**src/rtl/lpt_pkg.sv**
```systemverilog
package lpt_pkg;
  // Bit positions of the stored control field
  localparam int unsigned CTL_W     = 6;
  localparam int unsigned B_STROBE  = 0;
  localparam int unsigned B_AUTOFD  = 1;
  localparam int unsigned B_INIT    = 2;
  localparam int unsigned B_SLCTIN  = 3;
  localparam int unsigned B_IEN     = 4;
  localparam int unsigned B_DIR     = 5;

  typedef struct packed {
    logic dir_in;
    logic irq_en;
    logic select;
    logic init;
    logic autofeed;
    logic strobe;
  } ctl_bits_t;
endpackage

```
**src/rtl/lpt_ctl_store.sv**
```systemverilog
module lpt_ctl_store
  import lpt_pkg::*;
#(
  parameter int unsigned DATA_W = 8
) (
  input  logic              clk,
  input  logic              rst_n,
  input  logic              wr_sel,
  input  logic              rd_sel,
  input  logic [CTL_W-1:0]  wbits,
  output ctl_bits_t         ctl_q,
  output logic [DATA_W-1:0] rdata
);
  ctl_bits_t ctl_d;

  always_comb begin
    ctl_d = ctl_q;
    if (wr_sel) ctl_d = ctl_bits_t'(wbits);
  end

  always_ff @(posedge clk or negedge rst_n) begin
    if (!rst_n) ctl_q <= '0;
    else        ctl_q <= ctl_d;
  end

  always_comb begin
    rdata = '0;
    if (rd_sel) rdata[CTL_W-1:0] = ctl_q;
  end


  upper_zero_chk: assert property (@(posedge clk) disable iff (!rst_n)
    rd_sel |-> (rdata[DATA_W-1:CTL_W] == '0));


  hold_chk: assert property (@(posedge clk) disable iff (!rst_n)
    !wr_sel |=> $stable(ctl_q));
endmodule

```
**src/rtl/lpt_ack_sync.sv**
```systemverilog
module lpt_ack_sync #(
  parameter int unsigned SYNC_STAGES = 2
) (
  input  logic clk,
  input  logic rst_n,
  input  logic ack_n,
  output logic ack_rise
);
  localparam int unsigned CHAIN_W = SYNC_STAGES + 1;

  logic [CHAIN_W-1:0] chain_q;
  logic [CHAIN_W-1:0] chain_d;

  always_comb chain_d = {chain_q[CHAIN_W-2:0], ack_n};

  // Reset to the idle-high level so no edge appears after reset
  always_ff @(posedge clk or negedge rst_n) begin
    if (!rst_n) chain_q <= '1;
    else        chain_q <= chain_d;
  end

  assign ack_rise = chain_q[SYNC_STAGES-1] & ~chain_q[SYNC_STAGES];


  single_pulse_chk: assert property (@(posedge clk) disable iff (!rst_n)
    ack_rise |=> !ack_rise);
endmodule

```
**src/rtl/lpt_irq_gen.sv**
```systemverilog
module lpt_irq_gen (
  input  logic clk,
  input  logic rst_n,
  input  logic irq_en,
  input  logic ack_rise,
  input  logic stat_rd,
  output logic irq_q
);
  logic irq_d;

  always_comb begin
    irq_d = irq_q;
    if (!irq_en)       irq_d = 1'b0;
    else if (ack_rise) irq_d = 1'b1;
    else if (stat_rd)  irq_d = 1'b0;
  end

  always_ff @(posedge clk or negedge rst_n) begin
    if (!rst_n) irq_q <= 1'b0;
    else        irq_q <= irq_d;
  end


  irq_set_chk: assert property (@(posedge clk) disable iff (!rst_n)
    (irq_en && ack_rise) |=> irq_q);


  irq_gate_chk: assert property (@(posedge clk) disable iff (!rst_n)
    !irq_en |=> !irq_q);


  irq_clr_chk: assert property (@(posedge clk) disable iff (!rst_n)
    (stat_rd && !ack_rise) |=> !irq_q);
endmodule

```
**src/rtl/lpt_ctl_reg.sv**
```systemverilog
module lpt_ctl_reg
  import lpt_pkg::*;
#(
  parameter int unsigned ADDR_W      = 3,
  parameter int unsigned DATA_W      = 8,
  parameter int unsigned CTL_OFFSET  = 2,
  parameter int unsigned STAT_OFFSET = 1,
  parameter int unsigned SYNC_STAGES = 2
) (
  input  logic              clk,
  input  logic              rst_n,
  input  logic              cs,
  input  logic [ADDR_W-1:0] addr,
  input  logic              rd,
  input  logic              wr,
  input  logic [DATA_W-1:0] wdata,
  output logic [DATA_W-1:0] rdata,
  input  logic              ext_mode,
  input  logic              ack_n,
  output logic              strobe_n,
  output logic              autofd_n,
  output logic              init_n,
  output logic              slctin_n,
  output logic              data_dir_in,
  output logic              irq
);
  localparam logic [ADDR_W-1:0] CTL_A  = ADDR_W'(CTL_OFFSET);
  localparam logic [ADDR_W-1:0] STAT_A = ADDR_W'(STAT_OFFSET);

  logic      ctl_wr;
  logic      ctl_rd;
  logic      stat_rd;
  logic      ack_rise;
  ctl_bits_t ctl_q;

  assign ctl_wr  = cs && wr && (addr == CTL_A);
  assign ctl_rd  = cs && rd && (addr == CTL_A);
  assign stat_rd = cs && rd && (addr == STAT_A);

  lpt_ctl_store #(.DATA_W(DATA_W)) u_store (
    .clk   (clk),
    .rst_n (rst_n),
    .wr_sel(ctl_wr),
    .rd_sel(ctl_rd),
    .wbits (wdata[CTL_W-1:0]),
    .ctl_q (ctl_q),
    .rdata (rdata)
  );

  lpt_ack_sync #(.SYNC_STAGES(SYNC_STAGES)) u_sync (
    .clk     (clk),
    .rst_n   (rst_n),
    .ack_n   (ack_n),
    .ack_rise(ack_rise)
  );

  lpt_irq_gen u_irq (
    .clk     (clk),
    .rst_n   (rst_n),
    .irq_en  (ctl_q.irq_en),
    .ack_rise(ack_rise),
    .stat_rd (stat_rd),
    .irq_q   (irq)
  );

  // Pin polarity: three inverted, initialise passes straight through
  assign strobe_n    = ~ctl_q.strobe;
  assign autofd_n    = ~ctl_q.autofeed;
  assign slctin_n    = ~ctl_q.select;
  assign init_n      =  ctl_q.init;
  assign data_dir_in = ext_mode & ctl_q.dir_in;


  strobe_pin_chk: assert property (@(posedge clk) disable iff (!rst_n)
    ctl_wr |=> (strobe_n == !$past(wdata[B_STROBE])) &&
               (slctin_n == !$past(wdata[B_SLCTIN])));


  init_pin_chk: assert property (@(posedge clk) disable iff (!rst_n)
    ctl_wr |=> (init_n == $past(wdata[B_INIT])));


  printer_dir_chk: assert property (@(posedge clk) disable iff (!rst_n)
    !ext_mode |-> !data_dir_in);


  reserved_chk: assert property (@(posedge clk) disable iff (!rst_n)
    (ctl_wr && (wdata[DATA_W-1:CTL_W] != '0)) |=>
      (ctl_q == ctl_bits_t'($past(wdata[CTL_W-1:0]))));
endmodule

```
**config.mk**
```make
export PLATFORM = sky130hd
export DESIGN_NAME = lpt_ctl_reg
export DESIGN_NICKNAME = d
export VERILOG_FILES = /design/src/rtl/lpt_pkg.sv /design/src/rtl/lpt_ctl_store.sv /design/src/rtl/lpt_ack_sync.sv /design/src/rtl/lpt_irq_gen.sv /design/src/rtl/lpt_ctl_reg.sv
export SDC_FILE = /design/constraint.sdc
export NUM_CORES = 1
export LEC_CHECK = 0
export ABC_AREA = 1
export BUFFER_PORTS_ARGS = -buffer_cell sky130_fd_sc_hd__clkbuf_2
export CAP_MARGIN = 20
export CORE_MARGIN = 1
export CORE_UTILIZATION = 35
export DETAILED_ROUTE_END_ITERATION = 16
export PLACE_DENSITY_LB_ADDON = 0.1
export SLEW_MARGIN = 15
export SYNTH_ARGS = -nofsm -noshare
export SYNTH_HDL_FRONTEND = slang
export SYNTH_HIERARCHICAL = 1
export SYNTH_SLANG_ARGS = --single-unit
```
**constraint.sdc**
```tcl
create_clock -name clk -period 0.8 [get_ports clk]
set_input_delay 0.08 -clock clk [delete_from_list [all_inputs] [get_ports clk]]
set_output_delay 0.08 -clock clk [all_outputs]
set_load 0.005 [all_outputs]
```
==> results.txt <==
----------------------------------------------------
[STA]
  Unrepaired setup endpoints after global routing ... yes
  Final worst clock skew ... 0.00005337 ns
  Final total negative setup slack ... -1.167 ns
  Crit path setup slack, layout ... -0.1262 ns
  Final period util ... 115.8%
  Highest clock rate ... roughly 1100 MHz
  Setup violations, final ... 13
  Min cycle time layout ... between 0.9 and 1 ns
  Final number of hold-violating endpoints ... 0
  Number of slew-limit violations in the final report ... 0
  Hold_ws ... 0.01778 ns

[Final layout]
  ANT cells ... 0
  Layout cells sized above 1 ... 42.72%
  Multi-input gate area ... 153.9 µm²
  Area growth syn-to-layout ... 46.53%
  Final #Nets ... 122
  Sequential cell area ... 254.0 µm²
  Total of fill cells in the finished design ... 137
  Final design area excluding fillers ... 713.2 µm²
  Final design utilization ... 54.81%
  Non-filler cells, final ... 118

[Clocking]
  Worst skew pair latency ... 0.25 ns
  Number of buffers added by the clock tree synthesis step ... 3
  Deepest level of the CTS H-tree ... 1
  Clk Tree Root Cell ... sky130_fd_sc_hd__clkbuf_4
  Max Buffers Root-to-Sink ... 2
  CTS Sinks ... 10
  CTS tree ... yes
  Clock transition at path regs ... 0.06 ns

[Floorplanning]
  Die W ... ~40 µm
  Initial core utilization ... 37.40%
  Number of cell rows ... 13
  Top-level port count ... 32
  Area enclosed by the die boundary ... 1544 µm²
  Placeable core region ... 1301 µm²
  Floorplan die height ... between 30 and 40 µm

[Worst hold path]
  Hold EP ... u_store/ctl_q[2]
  Hold WC Path Type ... in -> reg
  Hold path start ... wdata[2]
  Number of cells traversed by the worst hold path ... 3

[Worst setup path]
  Largest fanout on the critical path ... 3
  Type of origin of the critical path ... flop
  Worst Path Required ... slightly above 0.7 ns
  CP Data Arrival Time ... 0.85 ns
  RR Endpoint ... u_irq/irq_q
  R2R setup slack ... -0.04 ns
  Startpoint of the worst setup timing path ... u_store/ctl_q[5]
  Worst R2R Path Depth ... 4
  Number of buffer and inverter stages on the critical path ... 2
  CP Cell Sequence ... nand2_1, inv_1, clkbuf_2
  Setup Crit Path Kind ... reg -> out
  Crit end category ... primary output
  Worst flop-to-flop path startpoint ... u_sync/chain_q[1]
  Top cell family by delay on the critical path ... flip-flops
  Library cell contributing the largest single delay on the critical path ... sky130_fd_sc_hd__dfrtp_1
  Crit-path max cell delay ... 0.40 ns

[Yosys]
  Flip-flop and latch count after synthesis ... 10
  Most common cell in the synthesized netlist ... sky130_fd_sc_hd__nand2_1
  Cells after synthesis ... 66
  Number of warnings issued by yosys ... 6
  Proportion of netlist area held by the largest area contributor ... 35.99%
  Distinct cells, synth ... 12
  Cell taking the most area after synthesis ... sky130_fd_sc_hd__dfrtp_1
  Synth top area cells ... sky130_fd_sc_hd__dfrtp_1, sky130_fd_sc_hd__nand2_1, sky130_fd_sc_hd__dfstp_2
  Async set-or-reset flop fraction in the synthesized netlist ... 100.0%
  Cell area after synthesis ... 486.7 µm²
  Most instantiated flip-flop cell in the synthesis netlist ... sky130_fd_sc_hd__dfrtp_1
  Synth cell count leaders ... sky130_fd_sc_hd__nand2_1, sky130_fd_sc_hd__inv_1, sky130_fd_sc_hd__dfrtp_1, sky130_fd_sc_hd__dfstp_2, sky130_fd_sc_hd__nor2_1
  Syn avg cell area ... 7.374 µm²
  Post-synth EDFFs ... 0
  Sequential share of the synthesized area ... 52.19%

[GRT]
  Largest net degree at the start of global routing ... 11
  Total congestion overflow ... 0
  Initial antenna violation count ... 0
  Vias in the first global route ... 376
  First-pass GRT wire length ... between 1000 and 1500 µm
  GRT Overall Usage ... 13.04%

[Routing]
  Initial DRC count ... 3
  Routed len/inst ... 7.576 µm
  Antenna-violating nets left ... 0
  Detailed Routing Iterations Pass 1 ... 2
  Total wire length after detailed routing ... between 800 and 900 µm
  Vias per inst ... 4.008
  Remaining routing DRC violations ... 0
  Routed vias ... 473

[Placed design]
  Placed instance area ... between 600 and 700 µm²
  Number of buffers inserted by port buffering ... 27
  Placer congestion estimate ... roughly 0.67
  HPWL Detailed ... 686 µm
  Number of placed instances, taps included ... about 110

[Status]
  Outcome ... finished, violations left
  Failing checks ... negative setup slack

[Run]
  Max-cap viol count ... 0

[Pwr]
  Power density relative to cell area ... 1715 nW/µm²
  Static Leakage ... 0.4679 nW
  Worst supply voltage drop on vdd ... 0.9325 mV

----------------------------------------------------
==> sequential cells by signal (all words and copies together) (netlist names) <==
register / flops
u_store/ctl_q: 6
u_sync/chain_q: 3
u_irq/irq_q: 1
==> final cells by class <==
type                            count  share of cell area, %
Sequential cell                    10                  35.61
Timing Repair Buffer               34                  27.02
Multi-Input combinational cell     37                  21.58
Inverter                           18                  9.474
Clock buffer                        4                  3.684
Tap cell                           15                  2.632
==> power breakdown <==
part           leakage [nW]  total [W]  switching (W)  internal (W)
registers             0.121   0.000636      0.0000492      0.000587
logic                 0.332   0.000244       0.000115      0.000129
clock network        0.0150   0.000343       0.000152      0.000192
total                 0.468    0.00122       0.000316      0.000908
==> worst max path at each step <==
stage | endpoint | slack (ns) | depth (start not counted)
2_1_floorplan | u_irq/irq_q | -0.006 | 4
3_3_place_gp | rdata[4] | -0.04 | 8
3_5_place_dp | rdata[4] | -0.04 | 8
4_1_cts | data_dir_in | -0.15 | 3
5_1_grt | data_dir_in | -0.20 | 3
6_report | data_dir_in | -0.13 | 3
==> worst register-to-register path, stage by stage (launching register included) <==
cell and delay (ns):
sky130_fd_sc_hd__dfstp_2 0.53, sky130_fd_sc_hd__inv_2 0.03, sky130_fd_sc_hd__nor2_2 0.06, sky130_fd_sc_hd__inv_1 0.05, sky130_fd_sc_hd__a21oi_2 0.10
==> per-stage QoR <==
| step | worst slack (ns) | total power (W) |
|---|---|---|
| 6_report | -0.1262 | 0.001223 |
| 5_1_grt | -0.1959 | 0.001318 |
| 3_5_place_dp | -0.04060 | 0.0008696 |
| 2_1_floorplan | -0.006379 | 0.0007477 |
| 3_3_place_gp | -0.03902 | 0.0008613 |
| 4_1_cts | -0.1452 | 0.001249 |
==> layer usage <==
| metal | vias to the layer above | wire length (µm) | part of all wire [%] | track usage, % |
|---|---|---|---|---|
| met5 | - | 0 | 0 | 0 |
| met2 | 22 | 411 | 46 | 22.08 |
| met1 | 195 | 403 | 45 | 15.58 |
| met3 | 2 | 73 | 8.2 | 1.705 |
| li1 | 254 | - | - | - |
| met4 | 0 | 5 | 0.56 | 7.759 |
==> cell families after synthesis <==
logic type      after synthesis  share of synthesized area (%)
compound gates                1                          1.800
flops                        10                          52.19
simple gates                 34                          28.28
buf+inv                      20                          16.97
other cells                   1                         0.7705
==> cell usage in the layout (no fill, tap or decap) <==
| cell type | synthesis | layout |
|---|---|---|
| sky130_fd_sc_hd__nand2_1 | 28 | 28 |
| sky130_fd_sc_hd__clkbuf_2 | 0 | 27 |
| sky130_fd_sc_hd__inv_1 | 16 | 15 |
| sky130_fd_sc_hd__dfrtp_1 | 7 | 7 |
| sky130_fd_sc_hd__buf_4 | 2 | 5 |
| sky130_fd_sc_hd__inv_2 | 2 | 3 |
| sky130_fd_sc_hd__nor2_1 | 3 | 3 |
| sky130_fd_sc_hd__clkbuf_4 | 0 | 3 |
| sky130_fd_sc_hd__dfstp_2 | 3 | 3 |
| sky130_fd_sc_hd__dlygate4sd3_1 | 0 | 2 |
| sky130_fd_sc_hd__conb_1 | 1 | 2 |
| sky130_fd_sc_hd__nand3_2 | 1 | 1 |
| sky130_fd_sc_hd__nand3_1 | 1 | 1 |
| sky130_fd_sc_hd__clkbuf_1 | 0 | 1 |
| sky130_fd_sc_hd__a21oi_2 | 1 | 1 |
| sky130_fd_sc_hd__nor2_2 | 1 | 1 |
==> what timing repair did <==
item,in CTS,in global routing
setup endpoints to repair,13,13
resized for setup,0,0
endpoints found under the hold margin,11,0
buffers inserted,1,0
pin swaps,5,1
hold buffers,2,0
Power figures use the tool's default switching activity.
